## src/rtl/pal_pkg.sv

```systemverilog
package pal_pkg;
  typedef enum logic [1:0] {
    SEL_R = 2'd0,
    SEL_G = 2'd1,
    SEL_B = 2'd2
  } color_sel_e;
endpackage

```

## src/rtl/pal_pointer.sv

```systemverilog
module pal_pointer
  import pal_pkg::*;
#(
  parameter int IDX_W = 8
) (
  input  logic             clk,
  input  logic             rst_n,
  input  logic             idx_wr,
  input  logic [IDX_W-1:0] idx_val,
  input  logic             data_acc,
  output logic [IDX_W-1:0] entry,
  output color_sel_e       sel
);
  logic adv;
  assign adv = data_acc && !idx_wr;

  always_ff @(posedge clk) begin
    if (!rst_n) begin
      entry <= '0;
      sel   <= SEL_R;
    end else if (idx_wr) begin
      entry <= idx_val;
      sel   <= SEL_R;
    end else if (adv) begin
      unique case (sel)
        SEL_R:   sel <= SEL_G;
        SEL_G:   sel <= SEL_B;
        default: begin
          sel   <= SEL_R;
          entry <= entry + 1'b1;
        end
      endcase
    end
  end

  p_index_r2: assert property (@(posedge clk) disable iff (!rst_n)
    idx_wr |=> (entry == $past(idx_val)) && (sel == SEL_R));

  p_step_r3: assert property (@(posedge clk) disable iff (!rst_n)
    (adv && sel == SEL_R) |=> (sel == SEL_G) && (entry == $past(entry)));

  p_wrap_r4: assert property (@(posedge clk) disable iff (!rst_n)
    (adv && sel == SEL_B && entry == {IDX_W{1'b1}}) |=> (entry == '0) && (sel == SEL_R));
endmodule

```

## src/rtl/pal_stage.sv

```systemverilog
module pal_stage #(
  parameter int COMP_W = 4,
  localparam int RGB_W = 3 * COMP_W
) (
  input  logic              clk,
  input  logic              rst_n,
  input  logic              clear,
  input  logic              wr_r,
  input  logic              wr_g,
  input  logic              wr_b,
  input  logic [COMP_W-1:0] wval,
  input  logic [RGB_W-1:0]  cur_rgb,
  output logic              commit,
  output logic [RGB_W-1:0]  commit_rgb
);
  logic [COMP_W-1:0] stg_r, stg_g;
  logic              r_ok, g_ok;

  always_ff @(posedge clk) begin
    if (!rst_n) begin
      r_ok  <= 1'b0;
      g_ok  <= 1'b0;
      stg_r <= '0;
      stg_g <= '0;
    end else if (clear || wr_b) begin
      r_ok <= 1'b0;
      g_ok <= 1'b0;
    end else begin
      if (wr_r) begin
        stg_r <= wval;
        r_ok  <= 1'b1;
      end
      if (wr_g) begin
        stg_g <= wval;
        g_ok  <= 1'b1;
      end
    end
  end

  assign commit     = wr_b && !clear;
  assign commit_rgb = {r_ok ? stg_r : cur_rgb[RGB_W-1 -: COMP_W],
                       g_ok ? stg_g : cur_rgb[2*COMP_W-1 -: COMP_W],
                       wval};

  p_stage_clear_r8: assert property (@(posedge clk) disable iff (!rst_n)
    clear |=> !r_ok && !g_ok);
endmodule

```

## src/rtl/pal_table.sv

```systemverilog
module pal_table #(
  parameter int IDX_W  = 8,
  parameter int COMP_W = 4,
  localparam int ENTRIES = 1 << IDX_W,
  localparam int RGB_W   = 3 * COMP_W
) (
  input  logic             clk,
  input  logic             we,
  input  logic [IDX_W-1:0] waddr,
  input  logic [RGB_W-1:0] wrgb,
  input  logic [IDX_W-1:0] host_addr,
  output logic [RGB_W-1:0] host_rgb,
  input  logic [IDX_W-1:0] px_addr,
  output logic [RGB_W-1:0] px_rgb
);
  for (genvar c = 0; c < 3; c++) begin : g_comp
    localparam int LSB = (2 - c) * COMP_W;
    logic [COMP_W-1:0] mem [ENTRIES];

    always_ff @(posedge clk) begin
      if (we) mem[waddr] <= wrgb[LSB +: COMP_W];
    end

    assign host_rgb[LSB +: COMP_W] = mem[host_addr];
    assign px_rgb[LSB +: COMP_W]   = mem[px_addr];
  end
endmodule

```

## src/rtl/rgb_palette.sv

```systemverilog
module rgb_palette
  import pal_pkg::*;
#(
  parameter int IDX_W  = 8,
  parameter int COMP_W = 4,
  parameter int BUS_W  = 8,
  localparam int RGB_W = 3 * COMP_W
) (
  input  logic             clk,
  input  logic             rst_n,
  input  logic             reg_idx_sel,
  input  logic             reg_data_sel,
  input  logic             reg_wr,
  input  logic             reg_rd,
  input  logic [BUS_W-1:0] reg_wdata,
  output logic [BUS_W-1:0] reg_rdata,
  input  logic             px_valid,
  output logic             px_ready,
  input  logic [IDX_W-1:0] px_index,
  output logic             rgb_valid,
  input  logic             rgb_ready,
  output logic [RGB_W-1:0] rgb_out
);
  logic              idx_wr, data_acc, data_wr;
  logic [IDX_W-1:0]  entry;
  color_sel_e        sel;
  logic [COMP_W-1:0] wval, host_comp;
  logic [RGB_W-1:0]  host_rgb, px_rgb, commit_rgb;
  logic              commit;

  assign idx_wr   = reg_idx_sel && reg_wr;
  assign data_acc = reg_data_sel && (reg_wr || reg_rd) && !idx_wr;
  assign data_wr  = reg_data_sel && reg_wr && !idx_wr;
  assign wval     = reg_wdata[BUS_W-1 -: COMP_W];

  pal_pointer #(.IDX_W(IDX_W)) u_ptr (
    .clk      (clk),
    .rst_n    (rst_n),
    .idx_wr   (idx_wr),
    .idx_val  (reg_wdata[IDX_W-1:0]),
    .data_acc (data_acc),
    .entry    (entry),
    .sel      (sel)
  );

  pal_stage #(.COMP_W(COMP_W)) u_stage (
    .clk        (clk),
    .rst_n      (rst_n),
    .clear      (idx_wr),
    .wr_r       (data_wr && sel == SEL_R),
    .wr_g       (data_wr && sel == SEL_G),
    .wr_b       (data_wr && sel == SEL_B),
    .wval       (wval),
    .cur_rgb    (host_rgb),
    .commit     (commit),
    .commit_rgb (commit_rgb)
  );

  pal_table #(.IDX_W(IDX_W), .COMP_W(COMP_W)) u_tbl (
    .clk       (clk),
    .we        (commit),
    .waddr     (entry),
    .wrgb      (commit_rgb),
    .host_addr (entry),
    .host_rgb  (host_rgb),
    .px_addr   (px_index),
    .px_rgb    (px_rgb)
  );

  always_comb begin
    unique case (sel)
      SEL_R:   host_comp = host_rgb[RGB_W-1 -: COMP_W];
      SEL_G:   host_comp = host_rgb[2*COMP_W-1 -: COMP_W];
      default: host_comp = host_rgb[COMP_W-1:0];
    endcase
  end
  assign reg_rdata = {host_comp, {(BUS_W-COMP_W){1'b0}}};

  assign px_ready = !rgb_valid || rgb_ready;

  always_ff @(posedge clk) begin
    if (!rst_n) begin
      rgb_valid <= 1'b0;
      rgb_out   <= '0;
    end else if (px_ready) begin
      rgb_valid <= px_valid;
      if (px_valid) rgb_out <= px_rgb;
    end
  end

  p_hold_r10: assert property (@(posedge clk) disable iff (!rst_n)
    (rgb_valid && !rgb_ready) |=> rgb_valid && $stable(rgb_out));

  p_accept_r9: assert property (@(posedge clk) disable iff (!rst_n)
    (px_valid && px_ready) |=> rgb_valid);
endmodule

```

## config.mk

```make
export PLATFORM = sky130hd
export DESIGN_NAME = rgb_palette
export DESIGN_NICKNAME = d
export VERILOG_FILES = /design/src/rtl/pal_pkg.sv /design/src/rtl/pal_pointer.sv /design/src/rtl/pal_stage.sv /design/src/rtl/pal_table.sv /design/src/rtl/rgb_palette.sv
export SDC_FILE = /design/constraint.sdc
export NUM_CORES = 2
export LEC_CHECK = 0
export ABC_CLOCK_PERIOD_IN_PS = 10600
export CELL_PAD_IN_SITES_DETAIL_PLACEMENT = 0
export CELL_PAD_IN_SITES_GLOBAL_PLACEMENT = 1
export CORE_ASPECT_RATIO = 1.25
export CORE_MARGIN = 1.5
export CORE_UTILIZATION = 50
export DETAILED_ROUTE_END_ITERATION = 10
export GPL_ROUTABILITY_DRIVEN = 0
export PLACE_DENSITY_LB_ADDON = 0.1
export SLEW_MARGIN = 25
export SYNTH_ARGS = -nofsm -noshare
export SYNTH_HDL_FRONTEND = slang
export SYNTH_HIERARCHICAL = 1
export SYNTH_SLANG_ARGS = --single-unit
```

## constraint.sdc

```tcl
create_clock -name clk -period 10.6 [get_ports clk]
set_clock_uncertainty 0.05 [all_clocks]
set_input_delay 1.59 -clock clk [delete_from_list [all_inputs] [get_ports clk]]
set_output_delay 1.59 -clock clk [all_outputs]
set_load 0.01 [all_outputs]
```

### After elaboration in Yosys (flattened, before gate mapping)

Memory sizes are Yosys's and may differ from the RTL's. A register that Yosys moved wholly into a read port is not among the register bits.
Index checks and enable logic that the tools add are counted.
W data, S select, Z words.

* bits in registers: 21
* RAM bits: 3072
* input bits: 24
* memories kept: 3

Memories
* u_tbl.g_comp[0].mem: words 256, bits a word 4, rd ports 2, clocked after Yosys merged registers in 2, wr ports 1, RTL line pal_table.sv:18 `logic [COMP_W-1:0] mem [ENTRIES];`
* u_tbl.g_comp[1].mem: words 256, bits a word 4, rd ports 2, clocked after Yosys merged registers in 2, wr ports 1, RTL line pal_table.sv:18
* u_tbl.g_comp[2].mem: words 256, bits a word 4, rd ports 2, clocked after Yosys merged registers in 2, wr ports 1, RTL line pal_table.sv:18

* add/subtract/negate cells: 1
* equality and inequality tests: 3
* multiplexer cells: 15
* bitwise operators: 2
* reductions and logical operators: 27

Operators with widths (count)
* $mux W8: 9
* $logic_and A1 B1 Y1: 10
* $add A8 B1 Y8 const B: 1
* $mux W4: 2
* $pmux W4 S2: 1
* $reduce_and A2 Y1: 4
* $reduce_or A2 Y1: 3
* $logic_not A1 Y1: 5
* $pmux W2 S2: 1
* $logic_or A1 B1 Y1: 3
* $eq A2 B1 Y1 const B: 1
* $eq A2 B2 Y1 const B: 1
* $logic_not A2 Y1: 1
* $mux W1: 2
* $ne A2 B1 Y1 const B: 1
* $not A1 Y1: 2
* $reduce_bool A2 Y1: 1

### Depth between registers and ports, before layout

* word-level depth: 8
* depth in mapped cells: 14

### Modules after synthesis

The synthesis kept the hierarchy.

Modules (own cells, without submodules)
* pal_table: instances 1, cells each 7526, area an instance 142950.9 um^2, seq. area each 92248.5 um^2
* rgb_palette: instances 1, cells each 85, area an instance 720.7 um^2, seq. area each 260.2 um^2
* pal_pointer: instances 1, cells each 62, area an instance 520.5 um^2, seq. area each 200.2 um^2
* pal_stage: instances 1, cells each 49, area an instance 518.0 um^2, seq. area each 200.2 um^2

### Worst setup path before layout

OpenSTA, ideal clock, no wires.

* kind: flip-flop to flip-flop
* from: register u_ptr/entry[0] (netlist name)
* to: memory u_tbl.g_comp[0].mem[0][1] (data pin)
* setup time: 0.810 ns
* data arrival time: 5.129 ns
* required time: 9.740 ns
* setup slack: 4.611 ns
* stages on the path, launching flop included: 14
* buffers on the path: 6
* clock period less this slack: 5.989 ns
* cell sequence: dfxtp_1 buf_6 buf_12 buf_6 buf_6 buf_6 buf_6 mux2i_1 a22oi_1 nand3_1 nand4_1 o32ai_1 a211oi_1 mux2_1

RTL lines (RTL line)
* end, declared: pal_table.sv:18

==> results.toml <==
[synth]
postSynthAreaPerCell_um2 = 18.7
synth_ff_type = "edfxtp_1"
synth_cells = 7722
async_flop_share = 0
yosysSeqAreaShare = 0.642
syn-cell-area_mm2 = 0.145
ys_types = 81
ys_seq_elements = 3105
yosys_warnings = 6
synth_edf_count = 3072

[clocking]
clkLatencyLatePin_ns = 0.92
cts_tree = "built"
ctsResizeCount = 0
clkTransAtPathRegs_ns = 0.06
cts_sinks = 3105
postCtsHoldBufs = 0
cts_buffer_depth = 4
cts_buffers = 325
cts_root_buffer = "clkbuf_16"
cts_setup_buffers = 0
cts_htree_levels = 5

[worst_setup_path]
worstPathMaxFanout = 25
required_ns = 8.96
crit_path_cell_trace = "buf_4 > and2_1 > buf_4 > a221oi_1 > o22ai_1 > o22ai_1 > nor3_1 > mux2i_1 > o21ai_1 > clkdlybuf4s50_1"
endpoint_kind = "output port"
critPathSlowestCell = "and2_1"
cp_num_buf_inv = 3
startpoint_type = "register"
path_class = "reg2out"
cp.arrival_ns = 6.86
path_delay_family = "compound AO/OA/AOI/OAI gates"
cpPeakStageDelay_ns = 0.86

[route]
routed-wl-met2_um = 239000
highest_layer = "met5"
ant_nets = 0
drtIter0Drc = 11400
routedWlPerCell_um = 42.3
routed_via_density = 7.22
vias = 85600
wl_met1_um = 177000
firstDrtPassIters = 6
drt_wl_total_um = 501000
drcViolationCount = 0
met3_length_um = 47500

[global_route]
grt_pass1_wl_um = 690000
grt_pass1_vias = 85600
grt_max_degree = 176
antenna_found_initial = 15
gr-total-overflow = 0
grt_usage = 0.341

[sta]
fin_tns_setup_ns = 0
max_clock_freq_mhz = 118
rsz0062_at_grt = "false"
holdWs_ns = 0.412
setup_viol = 0
slew_headroom = 0.147
slew_violations = 0
max_slew.worst_pin.slew_ns = 1.27
finalCritPeriodShare = 0.802
hold_violations = 0
finalCriticalPeriod_ns = 8.50

[place]
port_buffers = 41
dp_cells = 11300
hpwl_um = 317000

[finish]
area_growth_pct = 10.6
final_cell_mix = "edfxtp_1, mux4_2, mux2i_1, clkbuf_16, a22oi_1"
final_common_cell = "edfxtp_1"
fill_cells = 21900
drive_gt1_frac = 0.299
finalCoreUtilization = 0.556
finalNonFillerCells = 11900
final_nets = 7840

[floorplan]
ios = 46
die_area_mm2 = 0.293
initial_utilization = 0.503
rows = 220
core_area_mm2 = 0.288
die_h_um = 604
die_x_um = 484

[power]
powerDensity_mw_per_mm2 = 178
p_leak_nw = 48.6
vdd_ir_drop_max_mv = 0.147

[min_path]
hp-class = "reg2reg"

[job]
cap_violations = 0

[status]
status = "complete, no violations"
[power breakdown]
part / total (mW) / leakage, nW / switching (mW) / internal [mW]
clock network: 11.2 / 5.00 / 4.84 / 6.40
registers: 14.1 / 27.9 / 0.0216 / 14.1
logic: 3.18 / 15.6 / 2.28 / 0.906
[registers in the layout, indices dropped and copies added (netlist names)]
| name | cells |
|---|---|
| u_stage/stg_g | 4 |
| u_tbl/g_comp.mem | 3072 |
| rgb_valid | 1 |
| u_stage/g_ok | 1 |
| u_stage/r_ok | 1 |
| rgb_out | 12 |
| u_ptr/entry | 8 |
| u_stage/stg_r | 4 |
| u_ptr/sel | 2 |
[cells in the mapped netlist, types with 20 or more instances]
library cell / n / area, um^2
edfxtp_1: 3072 / 92200
nor3_1: 117 / 586
a221oi_1: 92 / 806
buf_8: 28 / 420
buf_1: 27 / 101
a31oi_1: 24 / 150
buf_4: 82 / 616
mux4_2: 1270 / 28600
dfxtp_1: 33 / 661
nand2_1: 184 / 691
nor4_1: 26 / 163
buf_2: 148 / 741
nor2b_1: 42 / 263
o32ai_1: 20 / 175
nor2_1: 363 / 1360
o21ai_0: 58 / 290
mux2i_1: 480 / 4800
a22oi_1: 324 / 2430
mux2_2: 50 / 563
nand3_1: 43 / 215
o221ai_1: 106 / 928
nand2b_1: 25 / 156
a22o_1: 113 / 990
clkbuf_1: 251 / 942
a211oi_1: 47 / 353
buf_6: 68 / 766
o22ai_1: 170 / 1060
buf_12: 33 / 661
a21oi_1: 234 / 1170
[metrics by stage]
stage / power [mW] / setup slack [ns] / instance area (um^2)
global placement: 17.4 / 2.68 / 149000
finish: 28.5 / 2.10 / 160000
global route: 29.2 / 2.15 / 160000
detailed placement: 17.4 / 3.25 / 150000
CTS: 28.6 / 2.28 / 160000
floorplan: 16.2 / 4.61 / 145000
[logic make-up after synthesis]
group / after synthesis / share of synthesized area
AO/OA/AOI/OAI: 1271 / 0.0631
XOR/XNOR: 2 / 0.000121
adder cells (fa/ha/maj): 1 / 0.0000864
buffers and inverters: 648 / 0.0296
flip-flops: 3105 / 0.642
multiplexers: 1814 / 0.237
other: 1 / 0.0000259
AND/OR/NAND/NOR: 880 / 0.0278
[worst min-delay path, stage by stage (launching register included)]
cell	delay, ns
dfxtp_1	0.31
nand2_1	0.05
mux2i_1	0.05
[per-layer routing]
| layer | vias up | GRT usage |
|---|---|---|
| met5 | - | 0 |
| met4 | 10 | 0.217 |
| met3 | 1048 | 0.0679 |
| met2 | 5111 | 0.542 |
| met1 | 46000 | 0.432 |
| li1 | 33500 | - |
[worst paths after layout]
kind	slack, ns	endpoint	startpoint	depth (start not counted)
setup / recovery	2.10	reg_rdata[4]	u_ptr/entry[2]	10
hold / removal	0.41	rgb_out[1]	rgb_out[1]	2
setup reg to reg	3.96	u_tbl/g_comp[0].mem[167][3]	u_ptr/entry[2]	10
hold reg to reg	0.41	rgb_out[1]	rgb_out[1]	2
[area by class of cell]
class,count,area (um^2),area share
timing repair buffer,400,3580,0.0224
antenna,14,35.0,0.000219
clock buffer,380,8510,0.0532
tap,3774,4720,0.0295
sequential,3105,92900,0.581
clock inverter,197,1710,0.0107
multi-input combinational,3972,48500,0.303
inverter,11,41.3,0.000258
Power figures use the tool's default switching activity.
